==> config.mk <==
export PLATFORM = sky130hd
export DESIGN_NAME = clk_glitch_monitor
export DESIGN_NICKNAME = d
export VERILOG_FILES = /design/src/rtl/glitch_mon_pkg.sv /design/src/rtl/glitch_sync.sv /design/src/rtl/glitch_phase_chk.sv /design/src/rtl/glitch_evt_reg.sv /design/src/rtl/clk_glitch_monitor.sv
export SDC_FILE = /design/constraint.sdc
export NUM_CORES = 1
export LEC_CHECK = 0
export BUFFER_PORTS_ARGS = -buffer_cell sky130_fd_sc_hd__buf_2
export CAP_MARGIN = 15
export CORE_AREA = 4 4 41 43
export CTS_CLUSTER_DIAMETER = 80
export DETAILED_ROUTE_END_ITERATION = 16
export DIE_AREA = 0 0 45 47
export PLACE_DENSITY_LB_ADDON = 0.15
export SYNTH_ARGS = -nofsm -noshare
export SYNTH_HDL_FRONTEND = slang
export SYNTH_SLANG_ARGS = --single-unit
==> constraint.sdc <==
create_clock -name clk_i -period 1.2 [get_ports clk_i]
set_clock_uncertainty 0.15 [all_clocks]
set_input_delay 0.24 -clock clk_i [delete_from_list [all_inputs] [get_ports clk_i]]
set_output_delay 0.24 -clock clk_i [all_outputs]
set_load 0.01 [all_outputs]
==> src/rtl/glitch_mon_pkg.sv <==
// Package: shared constants for the serial clock glitch monitor.
// Assumes line 0 is the receive clock and line 1 is the transmit clock.
package glitch_mon_pkg;
    localparam int unsigned NUM_LINES = 2;
    localparam int unsigned LINE_RX   = 0;
    localparam int unsigned LINE_TX   = 1;
endpackage

==> src/rtl/glitch_sync.sv <==
// Module: multi-flop synchronizer for one asynchronous bit.
// Assumes STAGES >= 2. The output lags the input by STAGES system clocks.
module glitch_sync #(
    parameter int unsigned STAGES = 2
) (
    input  logic clk_i,
    input  logic rst_ni,
    input  logic async_i,
    output logic sync_o
);
    logic [STAGES-1:0] chain_q;

    // Purpose: shift the asynchronous input through the flop chain.
    always_ff @(posedge clk_i) begin
        if (!rst_ni) begin
            chain_q <= '0;
        end else begin
            chain_q <= {chain_q[STAGES-2:0], async_i};
        end
    end

    assign sync_o = chain_q[STAGES-1];
endmodule

==> src/rtl/glitch_phase_chk.sv <==
// Module: measures the phases of one synchronized clock line and flags any
// phase shorter than MIN_PHASE cycles.
// Assumes line_i is already synchronized. The first edge after reset or after
// enable is not judged, because the length of the phase before it is unknown.
module glitch_phase_chk #(
    parameter int unsigned MIN_PHASE = 2,
    parameter int unsigned CNT_W     = 2
) (
    input  logic clk_i,
    input  logic rst_ni,
    input  logic en_i,
    input  logic line_i,
    output logic glitch_o
);
    localparam logic [CNT_W-1:0] LIMIT = CNT_W'(MIN_PHASE);

    logic             prev_q;
    logic             armed_q;
    logic [CNT_W-1:0] len_q;
    logic             edge_w;

    assign edge_w   = line_i ^ prev_q;
    assign glitch_o = en_i && edge_w && armed_q && (len_q < LIMIT);

    // Purpose: remember the previous level so that edges can be detected.
    always_ff @(posedge clk_i) begin
        if (!rst_ni) begin
            prev_q <= 1'b0;
        end else begin
            prev_q <= line_i;
        end
    end

    // Purpose: count the cycles since the last edge, saturating at the limit.
    always_ff @(posedge clk_i) begin
        if (!rst_ni || !en_i) begin
            len_q   <= '0;
            armed_q <= 1'b0;
        end else if (edge_w) begin
            len_q   <= CNT_W'(1);
            armed_q <= 1'b1;
        end else if (len_q < LIMIT) begin
            len_q   <= len_q + CNT_W'(1);
        end
    end
endmodule

==> src/rtl/glitch_evt_reg.sv <==
// Module: sticky event bits with write-one-to-clear, and the masked interrupt.
// Assumes set_i is a single-cycle detect pulse. A set wins over a clear in
// the same cycle.
module glitch_evt_reg #(
    parameter int unsigned N = 2
) (
    input  logic         clk_i,
    input  logic         rst_ni,
    input  logic [N-1:0] set_i,
    input  logic         clr_we_i,
    input  logic [N-1:0] clr_data_i,
    input  logic [N-1:0] mask_i,
    output logic [N-1:0] evt_o,
    output logic         irq_o
);
    logic [N-1:0] evt_q;
    logic [N-1:0] clr_w;

    assign clr_w = clr_we_i ? clr_data_i : '0;

    // Purpose: latch detect pulses and apply software clears.
    always_ff @(posedge clk_i) begin
        if (!rst_ni) begin
            evt_q <= '0;
        end else begin
            evt_q <= (evt_q & ~clr_w) | set_i;
        end
    end

    assign evt_o = evt_q;
    assign irq_o = |(evt_q & mask_i);
endmodule

==> src/rtl/clk_glitch_monitor.sv <==
// Module: top level of the serial clock glitch monitor.
// Assumes the external clocks run at no more than a quarter of clk_i, so that
// every valid phase lasts at least MIN_PHASE system cycles.
module clk_glitch_monitor
    import glitch_mon_pkg::*;
#(
    parameter int unsigned SYNC_STAGES = 2,
    parameter int unsigned MIN_PHASE   = 2
) (
    input  logic                 clk_i,
    input  logic                 rst_ni,
    input  logic                 rx_clk_i,
    input  logic                 tx_clk_i,
    input  logic                 det_en_i,
    input  logic [NUM_LINES-1:0] evt_mask_i,
    input  logic                 clr_we_i,
    input  logic [NUM_LINES-1:0] clr_data_i,
    output logic [NUM_LINES-1:0] evt_o,
    output logic                 irq_o
);
    localparam int unsigned CNT_W = $clog2(MIN_PHASE + 1);

    logic [NUM_LINES-1:0] raw_w;
    logic [NUM_LINES-1:0] sync_w;
    logic [NUM_LINES-1:0] glitch_w;

    assign raw_w[LINE_RX] = rx_clk_i;
    assign raw_w[LINE_TX] = tx_clk_i;

    for (genvar g = 0; g < NUM_LINES; g++) begin : g_line
        glitch_sync #(
            .STAGES (SYNC_STAGES)
        ) u_sync (
            .clk_i   (clk_i),
            .rst_ni  (rst_ni),
            .async_i (raw_w[g]),
            .sync_o  (sync_w[g])
        );

        glitch_phase_chk #(
            .MIN_PHASE (MIN_PHASE),
            .CNT_W     (CNT_W)
        ) u_phase (
            .clk_i    (clk_i),
            .rst_ni   (rst_ni),
            .en_i     (det_en_i),
            .line_i   (sync_w[g]),
            .glitch_o (glitch_w[g])
        );
    end

    glitch_evt_reg #(
        .N (NUM_LINES)
    ) u_evt (
        .clk_i      (clk_i),
        .rst_ni     (rst_ni),
        .set_i      (glitch_w),
        .clr_we_i   (clr_we_i),
        .clr_data_i (clr_data_i),
        .mask_i     (evt_mask_i),
        .evt_o      (evt_o),
        .irq_o      (irq_o)
    );
endmodule

* Word-level counts from Yosys, hierarchy flattened
Index checks and enable logic that the tools add are counted.
** Storage, ports and cells
- Bits in registers :: 14
- Bits of input ports :: 10
- Output and inout port bits :: 3
- Logic and storage cells :: 40
** Cells by class
- Add/subtract/negate cells :: 2
- Order comparisons :: 2
- Mux-type cells :: 5
- Bitwise logic cells :: 6
- Reduce and logical (&&, ||, !) cells :: 14
** Operators with widths (number)
- $logic_and A1 B1 Y1 :: 6
- $reduce_or A2 Y1 :: 3
- $add A2 B1 Y2 const B :: 2
- $and A2 B2 Y2 :: 2
- $lt A2 B2 Y1 const B :: 2
- $mux W1 :: 4
- $reduce_bool A2 Y1 :: 2
- $logic_not A1 Y1 :: 2
- $mux W2 :: 1
- $not A2 Y2 :: 1
- $or A2 B2 Y2 :: 1
- $xor A1 B1 Y1 :: 2
- $logic_or A1 B1 Y1 :: 1

* Depth between registers and ports, before layout
Gate-level depths: netlist of the first run.
- Depth after elaboration :: 5
- Mapped depth :: 3
- Gate-level depth less buffers :: 2

* By module
From an unflattened synthesis of the first run, not the netlist that was laid out.
** Unflattened totals
- Cells, all modules :: 47
- Area total of the unflattened synthesis :: 501.7 sq um
** Modules (own cells, without submodules)
- glitch_phase_chk :: instances 2, cells each 15, area each 158.9 sq um, sequential area each 80.1 sq um
- glitch_sync :: instances 2, cells each 4, area each 52.6 sq um, sequential area each 40.0 sq um
- glitch_evt_reg :: instances 1, cells each 9, area each 78.8 sq um, sequential area each 40.0 sq um

* Worst setup path before layout of the first run
OpenSTA, ideal clock, no wires.
- Kind :: reg-to-output
- Start point :: register u_evt.evt_q[0] (netlist: u_evt.evt_o[0])
- End point :: output irq_o
- Arrival time :: 593 ps
- Data required time :: 810 ps
- Path slack :: 217 ps
- Cell stages (with the launch flop) :: 2
- Buffers on the path :: 0
- Cell sequence :: dfxtp_1 > a22o_1
** On the way
- Word-level cells in the longest chain between the ends :: 2
** RTL lines
- from (decl) :: line glitch_evt_reg.sv:16 : logic [N-1:0] evt_q;
- from (signal assigned) :: line glitch_evt_reg.sv:26 : evt_q <= (evt_q & ~clr_w) | set_i;
- $and A2 B2 Y2 :: line glitch_evt_reg.sv:31 : assign irq_o = |(evt_q & mask_i);
- $reduce_or A2 Y1 :: line glitch_evt_reg.sv:31
- to (decl) :: line clk_glitch_monitor.sv:19 : output logic irq_o
Every way passes these cells.

* Worst setup path in the final report of the first run
Ends and elaborated chain as after synthesis.

==> impl_results.md, run 1 <==
- Result of the run: complete, but fails checks
- Failing checks: negative setup slack
- Overflow after GRT: 0
- Via density per instance: 4.632
- Met1 Routed Length: 332 um
- Synthesized area per cell: 11.09 um^2
- End point of the critical path: irq_o
- Core Area: 1301 um^2
- Wire length of the first global-routing pass: 1255 um
- Cts bufs inserted: 3
- Highest layer used for signal routing: met3
- Maximum resistive drop on vdd: 692.5 uV
- Kind of cell adding the most delay to the critical path: flip-flops
- Aggregate negative setup slack: -0.1353 ns
- Setup slack after placement: 0.1555 ns
- Worst setup startpoint: u_evt.evt_o[0]
- Final antenna-violating net count: 0
- Height of the die: 47 um
- Critical Path Sink Type: output pin
- Fraction of layout cells with a size suffix above 1: 0.3934
- Timing-limited maximum frequency: 0.7700 GHz
- RR Endpoint: g_line[1].u_phase.len_q[1]
- Sum of routed wire length over all layers: 775 um
- Hold violation count in the final report: 0
- Most frequent cells in the layout: dfxtp_1, buf_2, and2_1
- Net Count, Synth: 55
- Number of design-rule violations left by the first detailed-router iteration: 3
- Multiplexer share of the synthesized area: 0
- Highest net fanout along the worst path: 2
- Number of cells on the critical path: 2
- Router iterations before antenna repair: 2
- Maximum count of clock buffers along a single path: 2
- Adder and majority cell fraction of the synthesized area: 0
- Final slew viol count: 0
- Quantity of hold-fixing buffers added after cts: 0
- Kind of critical path: flip-flop to output pin
- Post-Route Utilization: 0.4788
- Simple-gate area share of the yosys netlist: 0.2256
- Most area-hungry cell type in the Yosys netlist: dfxtp_1
- Number of cell rows: 13
- Combinational family with the most area after synthesis: simple AND/OR/NAND/NOR gates
- Final worst slack: -0.09868 ns
- Count of buffers inserted at the top-level ports: 12
- CTS Root Buffer Type: clkbuf_4
- Clock transition at the registers of the reported paths: 0.08 ns
- Count of mapped cells out of synthesis: 45
- Post-synthesis sequential area ratio: 0.5614
- Maximum number of pins on one net before global-route repair: 12
- Die Width: 45 um
- Final net count: 73
- Yosys cell types: 14
- Die area: 2115 um^2
- Synth warnings: 0
- Pwr Density: 1283 nW/um^2
- H-tree lvl count: 1
- Arrival time of the worst setup path: 0.91 ns
- Reg2reg start: g_line[1].u_phase.prev_q
- Layout overhead on the synthesized area: 24.81%
- Leading cell type in the layout, fill and taps excluded: dfxtp_1
- Final Critical Period: 1.299 ns
- Routability congestion estimate from global placement: 0.6747
- Leakage power summed over all cells: 0.2640 nW
- Class of the tightest hold or removal check: primary input to flip-flop
- Startpoint class of the critical path: flip-flop
- Unrepaired setup endpoints after global routing: true
- Hold-critical path depth: 2
- Global router's overall resource usage: 0.08658
- Top post-synthesis cells by area: dfxtp_1, and2_1, xnor2_2
- Critical path's largest stage delay: 0.32 ns
- Portion of the clock cycle consumed by the worst path in the final layout: 1.082
- Source-to-sink clock delay at the later pin of the worst-skew pair: 0.27 ns
- Slowest CP cell: dfxtp_2
- Number of sinks driven by the clock tree: 14
- # setup viols final: 3
- Series of cell instances along the critical path: a22o_1 -> buf_2
- Mapped cell area: 499.2 um^2
- Flops & latches, synth: 14
- Register-to-Register Path Depth: 2
- Starting density of the core: 0.3837
- IO Count: 13
- Yosys top cell area share: 0.5614
- Initial antenna violation count: 0
- Slew of the pin with the lowest slew margin: 0.2285 ns
- Max_slew headroom: 0.8473
- Number of antenna diodes: 0
- Total vias in the final route: 352
- Maximum capacitance violations: 0
- WP buf/inv: 1
- Number of global-route vias before repair: 326
- CTS tree: done
- Xor and xnor fraction of the mapped netlist area: 0.1003
- Worst reg2reg setup slack: 0.25 ns
- Post-route DRC: 0
- Worst path required time: 0.81 ns
- Detail-routed net length per standard cell: 10.20 um
- Detailed route wirelength on metal3: 95 um
- Area fraction in compound gates after synthesis: 0.08271
- Detail Route met2 WL: 347 um
[power breakdown]
part / total (W) / internal, W / switching [W]
Sequential: 0.000492 / 0.000482 / 0.0000104
Clock: 0.000249 / 0.000116 / 0.000133
Combinational: 0.0000587 / 0.0000330 / 0.0000257
Total: 0.000799 / 0.000631 / 0.000169
[logic make-up (layout without fill, tap and decap cells)]
logic type | after synthesis | in the layout
AO/OA/AOI/OAI | 7 | 7
flip-flops | 14 | 14
XOR/XNOR | 4 | 4
AND/OR/NAND/NOR | 17 | 17
buffers and inverters | 3 | 19
[final cells by class]
| type | count | area (um^2) |
|---|---|---|
| fillers | 132 | 678.2 |
| flip-flops and latches | 14 | 282.8 |
| multi-input cells | 28 | 203.9 |
| repair buffers | 14 | 87.58 |
| clock buffers | 3 | 22.52 |
| well taps | 15 | 18.77 |
| inverters | 2 | 7.507 |
[sequential cells by signal, summed over array words and instances, names as in the netlist]
register                flops
g_line.u_phase.prev_q       2
g_line.u_phase.armed_q      2
u_evt.evt_o                 2
g_line.u_sync.chain_q       4
g_line.u_phase.len_q        4
[timing repair]
item	CTS	global route
buffers inserted	1	1
setup endpoints to repair	1	2
pin swaps	1	0
hold endpoints to repair	0	0
gates resized for setup	3	1
[worst min path at each step]
| stage | startpoint | endpoint | slack [ns] |
|---|---|---|---|
| CTS | rx_clk_i | g_line[0].u_sync.chain_q[0] | 0.02 |
| floorplan | rx_clk_i | g_line[0].u_sync.chain_q[0] | 0.22 |
| global route | rx_clk_i | g_line[0].u_sync.chain_q[0] | 0.02 |
| finish | rx_clk_i | g_line[0].u_sync.chain_q[0] | 0.02 |
| detailed placement | g_line[0].u_sync.chain_q[0] | g_line[0].u_sync.chain_q[1] | 0.27 |
| global placement | g_line[0].u_sync.chain_q[0] | g_line[0].u_sync.chain_q[1] | 0.27 |
[synth_stat cells]
library cell / instances
dfxtp_1: 14
nor2_1: 2
nor3b_2: 2
and2_2: 1
nand4b_1: 2
a22o_1: 1
xor2_1: 2
and2_1: 7
buf_4: 1
o22ai_1: 2
a21oi_1: 4
xnor2_2: 2
nand2_1: 3
inv_1: 2
[per-stage QoR]
step	instances	total power (W)	area, um^2	hold slack (ns)
floorplan	45	0.0005406	499.2	0.2173
global placement	71	0.0005608	570.5	0.2662
detailed placement	71	0.0005615	570.5	0.2742
CTS	75	0.0008163	609.3	0.01622
global route	76	0.0008446	623.1	0.02417
finish	76	0.0007994	623.1	0.02411
[routing by layer]
layer  vias to the layer above  global-route usage
li1                        181                   -
met1                       156             0.09238
met2                        15              0.1328
met3                         0             0.06130
met4                         0             0.03509
met5                         -                   0
(Power assumes the default switching activity.)
==> run 2: changes to the inputs <==
MAX_ROUTING_LAYER = met4   (was not set)
PLACE_DENSITY_LB_ADDON = not set   (was 0.15)
==> run 2 against run 1 <==
  * The flow still finishes with violations (negative setup slack)
  * First-iteration DRC count decreased by 67%
  * Critical path depth unchanged
  * Cell area decreased by 2.2%
  * Non-clock buffer count decreased by 1
  * Register-to-register slack got worse by 0.03 ns
  * Die area unchanged
  * Via count decreased by 0.85%
==> impl_results.md, run 2 (same netlist as run 1, synthesis figures left out) <==
- Pwr Density: 1303 nW/um^2 (was 1283 nW/um^2)
- Sequential group share of total power: 0.620 (was 0.616)
- IO Count: 13 (unchanged)
- Internal power contribution: 0.0006302 W (was 0.0006307 W)
- Number of antenna diodes: 0 (unchanged)
- Router iterations before antenna repair: 2 (unchanged)
- Core Area: 1301 um^2 (unchanged)
- # setup viols final: 2 (was 3)
- Number of cell rows: 13 (unchanged)
- Registers with the highest flip-flop counts: g_line.u_phase.len_q: 4 flops, g_line.u_sync.chain_q: 4 flops (unchanged)
- Final worst slack: -0.09988 ns (was -0.09868 ns)
- Result of the run: complete, but fails checks (unchanged)
- Net switching power: 0.0001635 W (was 0.0001687 W)
- Register-to-Register Path Depth: 2 (unchanged)
- Finished Layout Cells: 75 (was 76)
- Starting density of the core: 0.3837 (unchanged)
- Critical path's largest stage delay: 0.32 ns (about the same)
- Number of design-rule violations left by the first detailed-router iteration: 1 (was 3)
- Clock transition at the registers of the reported paths: 0.07 ns (was 0.08 ns)
- Cts bufs inserted: 3 (unchanged)
- Detail-routed net length per standard cell: 10.08 um (was 10.20 um)
- Kind of cell adding the most delay to the critical path: flip-flops (unchanged)
- Wire length of the first global-routing pass: 1283 um (was 1255 um)
- H-tree lvl count: 1 (unchanged)
- CTS Root Buffer Type: clkbuf_4 (unchanged)
- CTS tree: done (unchanged)
- Portion of the clock cycle consumed by the worst path in the final layout: 1.083 (was 1.082)
- Maximum resistive drop on vdd: 615.7 uV (was 692.5 uV)
- Post-layout instance area: 609.3 um^2 (was 623.1 um^2)
- Sequential Area: 282.8 um^2 (unchanged)
- Maximum number of pins on one net before global-route repair: 12 (unchanged)
- Global router's overall resource usage: 0.09121 (was 0.08658)
- Max_slew headroom: 0.8563 (was 0.8473)
- Via density per instance: 4.653 (was 4.632)
- Hold violation count in the final report: 0 (unchanged)
- Maximum count of clock buffers along a single path: 2 (unchanged)
- Combinational Power Share: 0.073 (about the same)
- Highest net fanout along the worst path: 2 (unchanged)
- Most frequent cells in the layout: dfxtp_1, buf_2, and2_1 (unchanged)
- Die area: 2115 um^2 (unchanged)
- Height of the die: 47 um (unchanged)
- Overflow after GRT: 0 (unchanged)
- Startpoint class of the critical path: flip-flop (unchanged)
- Timing-limited maximum frequency: 0.7693 GHz (was 0.7700 GHz)
- Failing checks: negative setup slack (unchanged)
- Die Width: 45 um (unchanged)
- WP buf/inv: 1 (unchanged)
- Number of sinks driven by the clock tree: 14 (unchanged)
- Post-route DRC: 0 (unchanged)
- Final slew viol count: 0 (unchanged)
- Source-to-sink clock delay at the later pin of the worst-skew pair: 0.26 ns (was 0.27 ns)
- Count of buffers inserted at the top-level ports: 12 (unchanged)
- Sum of routed wire length over all layers: 756 um (was 775 um)
- Arrival time of the worst setup path: 0.91 ns (about the same)
- Kind of critical path: flip-flop to output pin (unchanged)
- Layout filler cell count: 141 (was 132)
- Critical Path Sink Type: output pin (unchanged)
- Number of instances in the placed design: 71 (unchanged)
- Net Sw Frac: 0.2059 (was 0.2111)
- Number of global-route vias before repair: 342 (was 326)
- Hold-critical path depth: 2 (unchanged)
- Total vias in the final route: 349 (was 352)
- Slowest CP cell: dfxtp_2 (unchanged)
- Slew of the pin with the lowest slew margin: 0.2150 ns (was 0.2285 ns)
- Final antenna-violating net count: 0 (unchanged)
- Sum of net half-perimeters after detailed placement: 600.6 um
- Final net count: 72 (was 73)
- Initial antenna violation count: 0 (unchanged)
- Class of the tightest hold or removal check: primary input to flip-flop (unchanged)
- Unrepaired setup endpoints after global routing: true (unchanged)
- Routability congestion estimate from global placement: 0.6219 (was 0.6747)
- Area of combinational cells with multiple inputs: 203.9 um^2 (unchanged)
- Number of cells on the critical path: 2 (unchanged)
- Leakage power summed over all cells: 0.2580 nW (was 0.2640 nW)
- Leading cell type in the layout, fill and taps excluded: dfxtp_1 (unchanged)
- Layout overhead on the synthesized area: 22.06% (was 24.81%)
- Fraction of layout cells with a size suffix above 1: 0.3833 (was 0.3934)
- Placed inst area: 570.5 um^2 (unchanged)
- Series of cell instances along the critical path: a22o_1 -> buf_2 (unchanged)
- Maximum capacitance violations: 0 (unchanged)
- Share of power burned in the clock network: 0.307 (was 0.311)
- Final Critical Period: 1.300 ns (was 1.299 ns)
- Worst path required time: 0.81 ns (about the same)
==> run 2: stage by stage <==
stage	setup slack, ns	setup TNS [ns]	util	hold WS (ns)	power (W)
final	-0.09988	-0.1179	0.4683	0.02471	0.0007937
after global routing	-0.1452	-0.1949	0.4683	0.02286	0.0008372
after CTS	-0.1205	-0.1578	0.4683	0.01197	0.0008150
after detailed placement	0.1498	0	0.4385	0.2724	0.0005613
after global placement	0.1520	0	0.4385	0.2649	0.0005603
after floorplan	0.2171	0	-	0.2173	0.0005406
==> run 2: path summary, 6_finish.rpt <==
check / slack (ns) / end / from
setup / recovery: -0.1 / irq_o / u_evt.evt_o[0]
hold reg to reg: 0.29 / g_line[0].u_sync.chain_q[1] / g_line[0].u_sync.chain_q[0]
setup reg to reg: 0.22 / g_line[0].u_phase.len_q[1] / g_line[0].u_sync.chain_q[1]
hold / removal: 0.02 / g_line[1].u_sync.chain_q[0] / tx_clk_i
==> run 2: area by class of cell <==
type / count / area share
tap: 15 / 0.03080
inverter: 2 / 0.01232
timing repair buffer: 13 / 0.1211
clock buffer: 3 / 0.03696
sequential: 14 / 0.4641
multi-input combinational: 28 / 0.3347
==> run 2: power groups by stage <==
| stage | registers [W] | logic, W | clock network (W) |
|---|---|---|---|
| 6_report | 0.000492 | 0.0000579 | 0.000244 |
| 5_1_grt | 0.000494 | 0.0000653 | 0.000278 |
| 4_1_cts | 0.000492 | 0.0000590 | 0.000264 |
| 3_5_place_dp | 0.000503 | 0.0000582 | 0 |
| 3_3_place_gp | 0.000502 | 0.0000579 | 0 |
| 2_1_floorplan | 0.000501 | 0.0000391 | 0 |
==> run 2: routing by layer <==
metal  vias to the layer above  GRT usage  part of all wire
met1                       155    0.08817              0.42
met2                        12     0.1441              0.44
met4                         0    0.08772             0.016
met3                         2    0.02682              0.12
met5                         -          -                 0
li1                        180          -                 -
==> run 2: worst register-to-register path: stages, from the launching register on <==
cell	delay, ns
dfxtp_1	0.33
xnor2_2	0.22
nor3b_2	0.20
==> run 2: repair_timing <==
item,in CTS,in global routing
endpoints found under the setup margin,1,2
setup buffers,1,0
gates resized for setup,3,0
pin swaps,1,1
hold buffers,0,0
